### src/rtl/ecc_err_capture.sv
module ecc_err_capture #(
  parameter int ADDR_W = 32,
  parameter int SYN_W  = 8
) (
  input  logic              clk,
  input  logic              rst_n,
  input  logic              err_valid,
  input  logic              err_multi,
  input  logic [ADDR_W-1:0] err_addr,
  input  logic [SYN_W-1:0]  err_syn,
  input  logic              reg_wr,
  input  logic [3:0]        reg_be,
  input  logic [31:0]       reg_wdata,
  input  logic              reg_rd,
  output logic [31:0]       reg_rdata,
  output logic              nmi_req,
  output logic              serr_req,
  output logic              scrub_req,
  output logic [ADDR_W-1:0] scrub_addr
);
  localparam int CAP_W = 19;

  logic             sbe_q, mbe_q;
  logic             nmi_en_q, serr_en_q, scrub_dis_q;
  logic [CAP_W-1:0] cap_addr_q;
  logic [SYN_W-1:0] cap_syn_q;

  logic clr_wr, held_after_clr, take_evt;
  logic [31:0] reg_view;

  assign clr_wr         = reg_wr && reg_be[0] && (reg_wdata[1:0] == 2'b11);
  assign held_after_clr = (sbe_q || mbe_q) && !clr_wr;
  assign take_evt       = err_valid && !held_after_clr;

  assign reg_view = {scrub_dis_q, cap_addr_q, cap_syn_q,
                     serr_en_q, nmi_en_q, mbe_q, sbe_q};

  always_ff @(posedge clk) begin
    if (!rst_n) begin
      sbe_q      <= 1'b0;
      mbe_q      <= 1'b0;
      cap_addr_q <= '0;
      cap_syn_q  <= '0;
    end else if (take_evt) begin
      sbe_q      <= !err_multi;
      mbe_q      <= err_multi;
      cap_addr_q <= err_addr[ADDR_W-1 -: CAP_W];
      cap_syn_q  <= err_syn;
    end else if (clr_wr) begin
      sbe_q <= 1'b0;
      mbe_q <= 1'b0;
    end
  end

  always_ff @(posedge clk) begin
    if (!rst_n) begin
      nmi_en_q    <= 1'b0;
      serr_en_q   <= 1'b0;
      scrub_dis_q <= 1'b0;
    end else if (reg_wr) begin
      if (reg_be[0]) begin
        nmi_en_q  <= reg_wdata[2];
        serr_en_q <= reg_wdata[3];
      end
      if (reg_be[3]) scrub_dis_q <= reg_wdata[31];
    end
  end

  always_ff @(posedge clk) begin
    if (!rst_n) begin
      scrub_req  <= 1'b0;
      scrub_addr <= '0;
    end else begin
      scrub_req <= err_valid && !err_multi && !scrub_dis_q;
      if (err_valid && !err_multi) scrub_addr <= err_addr;
    end
  end

  always_ff @(posedge clk) begin
    if (!rst_n)      reg_rdata <= '0;
    else if (reg_rd) reg_rdata <= reg_view;
  end

  assign nmi_req  = sbe_q && nmi_en_q;
  assign serr_req = mbe_q && serr_en_q;
endmodule

### config.mk
export PLATFORM = sky130hd
export DESIGN_NAME = ecc_err_capture
export DESIGN_NICKNAME = d
export VERILOG_FILES = /design/src/rtl/ecc_err_capture.sv
export SDC_FILE = /design/constraint.sdc
export NUM_CORES = 1
export LEC_CHECK = 0
export BUFFER_PORTS_ARGS = -buffer_cell sky130_fd_sc_hd__clkbuf_2
export CAP_MARGIN = 25
export CORE_AREA = 2 2 118 86
export CTS_BUF_LIST = sky130_fd_sc_hd__clkbuf_4 sky130_fd_sc_hd__clkbuf_8
export DETAILED_ROUTE_END_ITERATION = 7
export DIE_AREA = 0 0 120 88
export PLACE_DENSITY = 0.78
export SYNTH_ARGS = -nofsm -noshare
export SYNTH_HDL_FRONTEND = slang
export SYNTH_SLANG_ARGS = --single-unit
export TNS_END_PERCENT = 50
### constraint.sdc
create_clock -name clk -period 2.55 [get_ports clk]
set_input_delay 0.3825 -clock clk [delete_from_list [all_inputs] [get_ports clk]]
set_output_delay 0.3825 -clock clk [all_outputs]
set_load 0.1 [all_outputs]
Word-level counts from Yosys, hierarchy flattened

Index checks and enable logic that the tools add are counted.

Multiplexer cells: 3
Equality and inequality tests: 1
Reductions and logical operators: 16

Operators by type and width:

| cell                 | number |
|---|---|
| $logic_and A1 B1 Y1  | 8 |
| $logic_not A1 Y1     | 4 |
| $reduce_and A2 Y1    | 2 |
| $mux W1              | 3 |
| $eq A2 B2 Y1 const B | 1 |
| $reduce_bool A2 Y1   | 1 |
| $logic_or A1 B1 Y1   | 1 |

Bits of input ports: 82
Word-level logic and storage cells: 30
Bits in registers: 97

Depth between registers and ports, before layout

Gate-level depths: netlist of run 1.

Word-level depth: 7
Mapped depth: 5

Worst setup path before layout of run 1

OpenSTA, ideal clock, no wires.

Path kind: register -> output
Start: reg mbe_q
End: out serr_req
Cell stages (with the launch flop): 2
Path slack: 1.034 ns
Arrival: 1.134 ns
Cell sequence: dfxtp_1 and2_1

Cells in the longest elaborated chain, start to end: 1

RTL lines:

| what                   | line | text |
|---|---|---|
| from (decl)            | 23   | `logic sbe_q, mbe_q;` |
| from (signal assigned) | 46   | `mbe_q <= err_multi;` |
| $logic_and A1 B1 Y1    | 85   | `assign serr_req = mbe_q && serr_en_q;` |
| to (decl)              | 17   | `output logic serr_req,` |

No other way between the ends.

Worst setup path in the final report of run 1

Same ends and word-level chain as after synthesis.

==> impl_table.tex, run 1 <==
\begin{tabular}{lr}
\hline
Metric & Value \\
\hline
\multicolumn{2}{l}{\textbf{Worst setup path}} \\
Critical path startpoint category & register \\
CP Capture Type & output pin \\
Top fanout value on the critical path & 5 \\
Critical path data arrival time & 1.42 ns \\
Setup slack of the worst register-to-register path & about 0.94 ns \\
Endpoint of the worst-slack reg-to-reg timing path & cap\_syn\_q[1]\$\_SDFFE\_PN0P\_ \\
Start of the worst register-to-register path & mbe\_q\$\_SDFFE\_PN0P\_ \\
Worst path required time & 2.17 ns \\
Type of the worst setup path & reg2out \\
Length in cells of the worst reg-to-reg path & 4 \\
\multicolumn{2}{l}{\textbf{Logic synthesis}} \\
Number of enable flip-flop cells after synthesis & 0 \\
Syn Area/Cell & 9.82 um\^{}2 \\
Syn. warnings & 0 \\
Ys async rst share & 0 \\
Synth Net Count & 551 \\
Yosys reg bits & 97 \\
Number of distinct library cells after synthesis & 25 \\
Post-synthesis sequential area ratio & 0.422 \\
Predominant post-synthesis flop cell & sky130\_fd\_sc\_hd\_\_dfxtp\_1 \\
Total standard cell area after synthesis & 4610 um\^{}2 \\
Number of instances in the synthesized netlist & 469 \\
\multicolumn{2}{l}{\textbf{STA}} \\
Final setup fails & 0 \\
Final worst clock skew & 0.0104 ns \\
Final count of pins violating max slew & 0 \\
Achievable Freq & 553 MHz \\
Setup repair after global routing missed its margin & no \\
Crit path time final & 1.81 ns \\
Slew at the pin closest to its max-slew limit & 0.685 ns \\
Worst relative slew slack & 0.544 \\
Portion of the clock cycle consumed by the worst path in the final layout & 0.709 \\
Number of failing hold endpoints at the final stage & 0 \\
Tightest hold margin & 0.241 ns \\
Sum of negative setup slack & 0 ns \\
\multicolumn{2}{l}{\textbf{Detailed routing}} \\
Avg WL per Cell & about 14 um \\
Iter 0 DRT Violations & 201 \\
Total routed wirelength & 9910 um \\
Antenna violation net count after detailed routing & 0 \\
Drt drc & 0 \\
Count of TritonRoute iterations in the first routing pass & 5 \\
Number of vias per cell & approximately 5.4 \\
Via count & $\sim$3,700 \\
\multicolumn{2}{l}{\textbf{Clock network}} \\
Clock-pin slew on the worst setup and hold paths & 0.09 ns \\
H-tree depth reported by CTS & 3 \\
Cts bufs inserted & 9 \\
Number of hold buffers added after cts & 0 \\
Number of gates resized after CTS & 0 \\
TritonCTS clock tree & yes \\
Sink count of the clock tree & 97 \\
Buffer type at the clock tree root & sky130\_fd\_sc\_hd\_\_clkbuf\_8 \\
Clk buf depth & 2 \\
Post-CTS setup buffer count & 0 \\
Clock latency of the later-clocked register in the worst-skew pair & about 0.36 ns \\
\multicolumn{2}{l}{\textbf{Cells and area}} \\
Growth of design area from synthesis to finish & 16.4\% \\
Antenna fix cells & 0 \\
Net count of the finished layout & 639 \\
Finished Layout Cells & 690 \\
Final cell utilization of the core & 0.569 \\
Fraction of layout cells with a size suffix above 1 & 0.311 \\
Non-Filler Cell Area, Final & $\sim$5400 um\^{}2 \\
\multicolumn{2}{l}{\textbf{Floorplan}} \\
Die footprint & $\sim$11,000 um\^{}2 \\
Core Region & roughly 9400 um\^{}2 \\
Initial standard-cell utilization of the core & 0.489 \\
Vert. Die Dim & 88 um \\
Number of placed I/O pins & 149 \\
Horizontal extent of the die & 120 um \\
Number of placement rows & 30 \\
\multicolumn{2}{l}{\textbf{Global routing}} \\
Met1 Use GR & 0.234 \\
Number of global-route vias before repair & 3,347 \\
Global-route usage over all layers & 0.188 \\
Sum of overflow across all layers after global routing & 0 \\
Most heavily used metal layer in global routing & met2 \\
Maximum number of pins on one net before global-route repair & 146 \\
Antenna violations before repair & 0 \\
Met2 global-route usage & 0.307 \\
GR Util met3 & 0.0710 \\
First-pass GRT wire length & approximately 16,000 um \\
\multicolumn{2}{l}{\textbf{Power and ir drop}} \\
Fraction of power spent switching nets & 0.329 \\
Comb pwr share & 0.215 \\
Max IR drop VDD & 0.000358 V \\
Sequential share of power & 0.474 \\
Clock share of power & 0.310 \\
Switching pwr & $\sim$0.0012 W \\
Ratio of total power to cell area & between 600 and 700 nW/um\^{}2 \\
Leak pwr & 2.22 nW \\
Pint & 0.00235 W \\
\multicolumn{2}{l}{\textbf{Flow run}} \\
Max-Cap Viols & 0 \\
\multicolumn{2}{l}{\textbf{Place}} \\
HPWL after detailed placement & 6590 um \\
Number of port buffers & roughly 120 \\
Routability-driven placement congestion ratio & 0.736 \\
Cell area after placement & 5150 um\^{}2 \\
Number of placed cells counting well taps & 674 \\
\multicolumn{2}{l}{\textbf{Hold path}} \\
Beginning of the worst hold path & err\_addr[3] \\
End point of the most critical hold path & scrub\_addr[3]\$\_SDFFE\_PN0P\_ \\
Class of the most critical hold timing path & in2reg \\
Count of cells along the worst hold path & 3 \\
\multicolumn{2}{l}{\textbf{Run status}} \\
Outcome & finished, final reports clean \\
\hline
\end{tabular}
## metal layers
layer,vias up,share of wire
met4,0,0.0040
met1,1710,0.49
met2,101,0.44
met5,-,0
li1,1880,-
met3,4,0.069
## worst max path at each step
stage	slack (ns)	from	depth (start not counted)	to
2_1_floorplan	1.03	mbe_q$_SDFFE_PN0P_	1	serr_req
3_3_place_gp	0.73	reg_wr	5	cap_addr_q[14]$_SDFFE_PN0P_
3_5_place_dp	0.71	reg_wr	5	cap_syn_q[1]$_SDFFE_PN0P_
4_1_cts	0.70	mbe_q$_SDFFE_PN0P_	2	serr_req
5_1_grt	0.66	mbe_q$_SDFFE_PN0P_	2	serr_req
6_report	0.74	mbe_q$_SDFFE_PN0P_	2	serr_req
## critical path, stage by stage (launching register included)
cell	delay [ns]
sky130_fd_sc_hd__dfxtp_1	0.46
sky130_fd_sc_hd__and2_1	0.16
sky130_fd_sc_hd__clkbuf_2	0.45
## stage by stage
step | total power (W) | setup slack (ns)
after global routing | 0.00365 | 0.664
after CTS | 0.00355 | 0.696
after floorplan | 0.00230 | 1.03
after detailed placement | 0.00246 | 0.707
final | 0.00351 | 0.743
after global placement | 0.00243 | 0.725
## sequential cells by signal, summed over array words and instances (netlist names)
name / cells
nmi_en_q: 1
sbe_q: 1
mbe_q: 1
cap_addr_q: 19
scrub_req: 1
cap_syn_q: 8
reg_rdata: 32
serr_en_q: 1
scrub_addr: 32
scrub_dis_q: 1
## Yosys cell counts (8+ instances only)
cell,instances,share of area
sky130_fd_sc_hd__dfxtp_1,97,0.42
sky130_fd_sc_hd__nand4_1,28,0.038
sky130_fd_sc_hd__nor2b_1,33,0.045
sky130_fd_sc_hd__o311ai_1,27,0.051
sky130_fd_sc_hd__mux2i_1,32,0.070
sky130_fd_sc_hd__buf_2,20,0.022
sky130_fd_sc_hd__nand2_1,96,0.078
sky130_fd_sc_hd__a21boi_0,27,0.044
sky130_fd_sc_hd__and3b_1,27,0.051
sky130_fd_sc_hd__a21boi_1,8,0.013
sky130_fd_sc_hd__a41oi_2,27,0.095
sky130_fd_sc_hd__clkbuf_1,18,0.015
## power by group through the flow
stage	Sequential, W	Clock, W	Combinational [W]
after detailed placement	0.00170	0	0.000757
after floorplan	0.00201	0	0.000292
after CTS	0.00166	0.00113	0.000758
after global routing	0.00167	0.00118	0.000802
after global placement	0.00169	0	0.000742
final	0.00166	0.00109	0.000755
## logic make-up (layout without fill, tap and decap cells)
group                  count (synthesis)  after routing  share of synthesized area
AO/OA/AOI/OAI                         92             92                      0.208
buffers and inverters                 52            145                     0.0731
flip-flops                            97             97                      0.422
multiplexers                          32             32                     0.0695
AND/OR/NAND/NOR                      196            196                      0.228
## cells in the final DEF, fill, tap and decap left out, types with 2 or more instances in the layout
cell type and count:
sky130_fd_sc_hd__a21boi_1 8, sky130_fd_sc_hd__clkbuf_2 117, sky130_fd_sc_hd__a21boi_0 27, sky130_fd_sc_hd__nand4_1 28, sky130_fd_sc_hd__nor2b_1 32, sky130_fd_sc_hd__nand2_1 96
sky130_fd_sc_hd__buf_12 3, sky130_fd_sc_hd__a41oi_2 27, sky130_fd_sc_hd__clkinv_2 3, sky130_fd_sc_hd__clkbuf_8 9, sky130_fd_sc_hd__bufinv_16 2, sky130_fd_sc_hd__dfxtp_1 97
sky130_fd_sc_hd__and2_1 3, sky130_fd_sc_hd__and3b_1 27, sky130_fd_sc_hd__o311ai_1 27, sky130_fd_sc_hd__buf_4 8, sky130_fd_sc_hd__mux2i_1 32, sky130_fd_sc_hd__nand3_1 5
## final cells by class
type                       instances  area, um^2
fill                             833        4060
clock buffer                      10         131
sequential                        97        1940
timing repair buffer             129         711
tap                              128         160
clock inverter                     6        82.6
multi-input combinational        320        2340
No activity file was read; power rests on OpenSTA's default activity.
==> inputs of run 2 (changes only) <==
==> constraint.sdc (replaced) <==
create_clock -name clk -period 1.7 [get_ports clk]
set_input_delay 0.255 -clock clk [delete_from_list [all_inputs] [get_ports clk]]
set_output_delay 0.255 -clock clk [all_outputs]
set_load 0.1 [all_outputs]
==> run 2 against run 1 <==
Compared with the run above:
- utilization up 1.4 points
- clock power up 50%
- non-clock buffer count up 7
- combinational power up 55%
- register-to-register slack worse by 0.36 ns
- clock skew down 0.0064 ns
- global-route usage up 0.83 points
- sequential share of layout area down 0.90 points
- first-iteration DRC count up 10%
- largest cell class unchanged
- largest power group unchanged
==> impl_table.tex, run 2 (synthesis gave the netlist of run 1 again) <==
\begin{tabular}{lr}
\hline
Metric & Value \\
\hline
\multicolumn{2}{l}{\textbf{STA}} \\
Achievable Freq & 647 MHz \\
Portion of the clock cycle consumed by the worst path in the final layout & 0.909 \\
Tightest hold margin & 0.117 ns \\
Final worst clock skew & 0.00403 ns \\
Final setup fails & 0 \\
Number of failing hold endpoints at the final stage & 0 \\
Sum of negative setup slack & 0 ns \\
Setup repair after global routing missed its margin & no \\
Slew at the pin closest to its max-slew limit & 0.593 ns \\
Worst relative slew slack & 0.607 \\
Final count of pins violating max slew & 0 \\
Crit path time final & 1.54 ns \\
\multicolumn{2}{l}{\textbf{Floorplan}} \\
Core Region & 9420 um\^{}2 \\
Horizontal extent of the die & 120 um \\
Die footprint & roughly 11,000 um\^{}2 \\
Number of placement rows & 30 \\
Number of placed I/O pins & 149 \\
Initial standard-cell utilization of the core & 0.489 \\
Vert. Die Dim & $\sim$90 um \\
\multicolumn{2}{l}{\textbf{Cells and area}} \\
Net count of the finished layout & 646 \\
Growth of design area from synthesis to finish & 19.4\% \\
Fraction of layout cells with a size suffix above 1 & 0.319 \\
Biggest regs & reg\_rdata: 32 flops, scrub\_addr: 32 flops, cap\_addr\_q: 19 flops \\
Top library cells by usage in the layout, fill and taps aside & sky130\_fd\_sc\_hd\_\_clkbuf\_2, sky130\_fd\_sc\_hd\_\_dfxtp\_1, sky130\_fd\_sc\_hd\_\_nand2\_1 \\
Number of filler cells placed in the layout & $\sim$810 \\
Final cell utilization of the core & 0.584 \\
Leading cell type in the layout, fill and taps excluded & sky130\_fd\_sc\_hd\_\_clkbuf\_2 \\
Combined flip-flop and latch cell area & $\sim$2000 um\^{}2 \\
Antenna fix cells & 0 \\
Total area of multi-input combinational cells & 2340 um\^{}2 \\
\multicolumn{2}{l}{\textbf{Global routing}} \\
Sum of overflow across all layers after global routing & 0 \\
Maximum number of pins on one net before global-route repair & 55 \\
Met1 Use GR & 0.250 \\
Number of global-route vias before repair & 3,473 \\
First-pass GRT wire length & 16,700 um \\
Antenna violations before repair & 0 \\
GR Util met3 & 0.0638 \\
Most heavily used metal layer in global routing & met2 \\
Global-route usage over all layers & 0.196 \\
Met2 global-route usage & 0.320 \\
\multicolumn{2}{l}{\textbf{Clock network}} \\
Clock latency of the later-clocked register in the worst-skew pair & $\sim$0.36 ns \\
TritonCTS clock tree & yes \\
Sink count of the clock tree & 97 \\
Cts bufs inserted & 9 \\
Clk buf depth & 2 \\
Buffer type at the clock tree root & sky130\_fd\_sc\_hd\_\_clkbuf\_8 \\
Post-CTS setup buffer count & 0 \\
H-tree depth reported by CTS & 3 \\
Clock-pin slew on the worst setup and hold paths & 0.09 ns \\
\multicolumn{2}{l}{\textbf{Worst setup path}} \\
Critical path startpoint category & register \\
Type of the worst setup path & reg2out \\
Critical Path Source & sbe\_q\$\_SDFFE\_PN0P\_ \\
Slowest stage cell on the critical path & sky130\_fd\_sc\_hd\_\_dfxtp\_1 \\
Sequence of cells on the critical path & and2\_1 > clkbuf\_4 \\
Largest delay contributor family on the critical path & flip-flops \\
Start of the worst register-to-register path & mbe\_q\$\_SDFFE\_PN0P\_ \\
CP Capture Type & output pin \\
Slowest cell delay on critical path & about 0.43 ns \\
Critical path data arrival time & 1.29 ns \\
Top fanout value on the critical path & 4 \\
Worst path required time & 1.44 ns \\
Buffer and inverter count on the worst path & 1 \\
\multicolumn{2}{l}{\textbf{Place}} \\
Number of port buffers & 119 \\
Routability-driven placement congestion ratio & 0.721 \\
HPWL after detailed placement & 6720 um \\
\multicolumn{2}{l}{\textbf{Power and ir drop}} \\
Leak pwr & between 2 and 2.5 nW \\
Post-layout power & 0.00532 W \\
Ratio of total power to cell area & approximately 970 nW/um\^{}2 \\
Max IR drop VDD & 0.000511 V \\
\multicolumn{2}{l}{\textbf{Detailed routing}} \\
Antenna violation net count after detailed routing & 0 \\
Via count & 3,799 \\
Avg WL per Cell & approximately 15 um \\
Total routed wirelength & 10,100 um \\
Count of TritonRoute iterations in the first routing pass & 4 \\
Iter 0 DRT Violations & 222 \\
Number of vias per cell & 5.46 \\
Drt drc & 0 \\
\multicolumn{2}{l}{\textbf{Flow run}} \\
Max-Cap Viols & 0 \\
\multicolumn{2}{l}{\textbf{Hold path}} \\
Class of the most critical hold timing path & in2reg \\
Beginning of the worst hold path & err\_addr[0] \\
\multicolumn{2}{l}{\textbf{Run status}} \\
Outcome & finished, final reports clean \\
\hline
\end{tabular}
-- run 2: cell types whose count changed in the layout (fill, tap and decap cells not counted), sizes merged --
cell,before,now
buf,12,20
clkbuf,127,126
clkinv,3,1
clkinvlp,1,2
-- run 2: worst reg2reg max path, stage by stage (launching register included) --
cell                       delay [ns]
sky130_fd_sc_hd__dfxtp_1         0.38
sky130_fd_sc_hd__nor2_4          0.14
sky130_fd_sc_hd__buf_12          0.25
sky130_fd_sc_hd__nand4_1         0.15
sky130_fd_sc_hd__o311ai_1        0.11
-- run 2: what timing repair did --
item                       CTS  global route
hold endpoints to repair     0             0
setup endpoints to repair    1             0
gates resized for setup      1             0
hold buffers                 0             0
-- run 2: final cells by class --
| cell class | instances | area share |
|---|---|---|
| clock buffer | 10 | 0.0250 |
| sequential | 97 | 0.353 |
| tap | 128 | 0.0291 |
| multi-input combinational | 320 | 0.425 |
| timing repair buffer | 136 | 0.153 |
| clock inverter | 5 | 0.0146 |
-- run 2: through the flow --
step,instance area [um^2],instances,setup slack (ns)
final,5500,696,0.155
after detailed placement,5280,681,0.338
after global routing,5500,696,0.0835
after floorplan,4610,469,0.311
after global placement,5280,681,0.400
after CTS,5500,696,0.127
-- run 2: final timing paths --
check	slack [ns]	end	depth (start not counted)
max reg2reg	0.58	cap_syn_q[2]$_SDFFE_PN0P_	4
max	0.16	nmi_req	2
min reg2reg	0.46	scrub_addr[24]$_SDFFE_PN0P_	2
min	0.12	scrub_addr[0]$_SDFFE_PN0P_	3
-- run 2: where the power goes --
part           internal, W  switching, W
combinational     0.000315      0.000860
sequential         0.00241     0.0000866
clock             0.000858      0.000787
-- run 2: layer usage --
metal,wire [um],vias to the layer above,share of wire
met5,0,-,0
met4,142,0,0.014
met3,668,14,0.066
met2,4570,116,0.45
met1,4760,1780,0.47
li1,-,1889,-
==> inputs of run 3 (changes only) <==
--- a/config.mk
+++ b/config.mk
@@ -7,11 +7,12 @@
 export LEC_CHECK = 0
 export BUFFER_PORTS_ARGS = -buffer_cell sky130_fd_sc_hd__clkbuf_2
 export CAP_MARGIN = 25
-export CORE_AREA = 2 2 118 86
+export CORE_AREA = 2 2 122 88
 export CTS_BUF_LIST = sky130_fd_sc_hd__clkbuf_4 sky130_fd_sc_hd__clkbuf_8
 export DETAILED_ROUTE_END_ITERATION = 7
-export DIE_AREA = 0 0 120 88
-export PLACE_DENSITY = 0.78
+export DIE_AREA = 0 0 124 90
+export PLACE_DENSITY = 0.74
+export SKIP_CTS_REPAIR_TIMING = 1
 export SYNTH_ARGS = -nofsm -noshare
 export SYNTH_HDL_FRONTEND = slang
 export SYNTH_SLANG_ARGS = --single-unit
==> constraint.sdc (replaced) <==
create_clock -name clk -period 1.7 [get_ports clk]
set_input_delay 0.255 -clock clk [delete_from_list [all_inputs] [get_ports clk]]
set_output_delay 0.255 -clock clk [all_outputs]
set_load 0.01 [all_outputs]
==> run 3 against run 2 <==
Compared with the run above:
- clock skew is 0.0026 ns higher
- combinational power is 40% lower
- maximum frequency is 16% higher
- non-clock buffer count is 2 higher
- sequential share of layout area is 0.33 points higher
- worst hold slack better by 0.0042 ns
- worst setup slack better by 0.21 ns
==> impl_table.tex, run 3 (synthesis gave the netlist of run 1 again) <==
\begin{tabular}{lr}
\hline
Metric & Value \\
\hline
\multicolumn{2}{l}{\textbf{Run status}} \\
Outcome & finished, final reports clean \\
\multicolumn{2}{l}{\textbf{Cells and area}} \\
Biggest regs & reg\_rdata: 32 flops, scrub\_addr: 32 flops, cap\_addr\_q: 19 flops \\
Net count of the finished layout & 648 \\
Fraction of layout cells with a size suffix above 1 & 0.322 \\
Growth of design area from synthesis to finish & 18.3\% \\
Leading cell type in the layout, fill and taps excluded & sky130\_fd\_sc\_hd\_\_clkbuf\_2 \\
Non-Filler Cell Area, Final & 5450 um\^{}2 \\
Antenna fix cells & 0 \\
Top library cells by usage in the layout, fill and taps aside & sky130\_fd\_sc\_hd\_\_clkbuf\_2, sky130\_fd\_sc\_hd\_\_dfxtp\_1, sky130\_fd\_sc\_hd\_\_nand2\_1 \\
\multicolumn{2}{l}{\textbf{Clock network}} \\
H-tree depth reported by CTS & 3 \\
TritonCTS clock tree & yes \\
Cts bufs inserted & 9 \\
Clk buf depth & 2 \\
Buffer type at the clock tree root & sky130\_fd\_sc\_hd\_\_clkbuf\_8 \\
Clock-pin slew on the worst setup and hold paths & 0.09 ns \\
Sink count of the clock tree & 97 \\
Clock latency of the later-clocked register in the worst-skew pair & roughly 0.36 ns \\
\multicolumn{2}{l}{\textbf{Detailed routing}} \\
Via count & 3,826 \\
Total routed wirelength & 10,000 um \\
Antenna violation net count after detailed routing & 0 \\
Number of vias per cell & around 5.4 \\
Count of TritonRoute iterations in the first routing pass & 5 \\
Drt drc & 0 \\
Iter 0 DRT Violations & around 280 \\
Avg WL per Cell & about 14 um \\
\multicolumn{2}{l}{\textbf{STA}} \\
Achievable Freq & approximately 750 MHz \\
Final count of pins violating max slew & 0 \\
Worst relative slew slack & 0.796 \\
Final Worst Setup Slack & 0.366 ns \\
Portion of the clock cycle consumed by the worst path in the final layout & 0.785 \\
Final worst clock skew & 0.00659 ns \\
Slew at the pin closest to its max-slew limit & 0.306 ns \\
Sum of negative setup slack & 0 ns \\
Number of failing hold endpoints at the final stage & 0 \\
Crit path time final & $\sim$1.3 ns \\
Final setup fails & 0 \\
Setup repair after global routing missed its margin & no \\
\multicolumn{2}{l}{\textbf{Global routing}} \\
Antenna violations before repair & 0 \\
First-pass GRT wire length & 16,500 um \\
Global-route usage over all layers & 0.181 \\
Sum of overflow across all layers after global routing & 0 \\
Maximum number of pins on one net before global-route repair & 55 \\
Number of global-route vias before repair & 3,562 \\
\multicolumn{2}{l}{\textbf{Power and ir drop}} \\
Leak pwr & approximately 2.3 nW \\
Max IR drop VDD & 0.000546 V \\
Ratio of total power to cell area & 838 nW/um\^{}2 \\
\multicolumn{2}{l}{\textbf{Worst setup path}} \\
Critical path startpoint category & register \\
Worst path required time & about 1.4 ns \\
CP Capture Type & output pin \\
Slowest cell delay on critical path & about 0.44 ns \\
Critical path data arrival time & $\sim$1.1 ns \\
Slowest stage cell on the critical path & sky130\_fd\_sc\_hd\_\_dfxtp\_1 \\
Top fanout value on the critical path & 5 \\
Type of the worst setup path & reg2out \\
Sequence of cells on the critical path & and2\_1 > clkbuf\_2 \\
\multicolumn{2}{l}{\textbf{Flow run}} \\
Max-Cap Viols & 0 \\
\multicolumn{2}{l}{\textbf{Place}} \\
Pre-CTS setup slack & 0.300 ns \\
Cell area after placement & roughly 5300 um\^{}2 \\
Number of port buffers & 119 \\
Routability-driven placement congestion ratio & about 0.7 \\
HPWL after detailed placement & 6800 um \\
\multicolumn{2}{l}{\textbf{Hold path}} \\
Class of the most critical hold timing path & in2reg \\
\multicolumn{2}{l}{\textbf{Floorplan}} \\
Initial standard-cell utilization of the core & 0.457 \\
Number of placed I/O pins & 149 \\
Die footprint & 11,200 um\^{}2 \\
Vert. Die Dim & 90 um \\
Core Region & a little over 10,000 um\^{}2 \\
Horizontal extent of the die & about 120 um \\
Number of placement rows & 31 \\
\hline
\end{tabular}
-- run 3: path summary, 6_finish.rpt --
kind | cells after the start | slack [ns] | from | to
hold reg to reg | 2 | 0.46 | scrub_addr[29]$_SDFFE_PN0P_ | scrub_addr[29]$_SDFFE_PN0P_
setup / recovery | 2 | 0.37 | mbe_q$_SDFFE_PN0P_ | serr_req
hold / removal | 3 | 0.12 | err_addr[6] | scrub_addr[6]$_SDFFE_PN0P_
setup reg to reg | 4 | 0.58 | mbe_q$_SDFFE_PN0P_ | cap_addr_q[7]$_SDFFE_PN0P_
-- run 3: through the flow --
step	total power, W	hold slack [ns]	std cells	utilization
floorplan	0.00299	0.390	469	-
global placement	0.00322	0.440	687	0.523
detailed placement	0.00326	0.447	687	0.523
CTS	0.00463	0.105	703	0.540
global route	0.00480	0.122	703	0.540
finish	0.00456	0.121	703	0.540
-- run 3: critical path, delay by kind of cell (launching register included) --
| family | cells | cell delay (ns) |
|---|---|---|
| flops | 1 | 0.44 |
| buf+inv | 1 | 0.12 |
| simple gates | 1 | 0.16 |
-- run 3: area by class of cell --
type | instances | area [um^2]
fillers | 916 | 4640
clock inverters | 5 | 31.3
well taps | 132 | 165
multi-input cells | 320 | 2340
clock buffers | 11 | 145
flip-flops and latches | 97 | 1940
repair buffers | 138 | 828
-- run 3: report_power, final --
group / leakage (nW) / switching [W] / internal [W]
sequential: 0.793 / 0.0000871 / 0.00241
combinational: 1.38 / 0.000394 / 0.000313
clock: 0.0925 / 0.000778 / 0.000584
-- run 3: metal layers --
metal,up-vias,GRT usage,wire length [um],part of all wire
li1,1894,-,-,-
met1,1805,0.230,4650,0.46
met2,119,0.290,4480,0.45
met3,8,0.0711,839,0.084
met4,0,0.0393,64,0.0064
met5,-,0,0,0
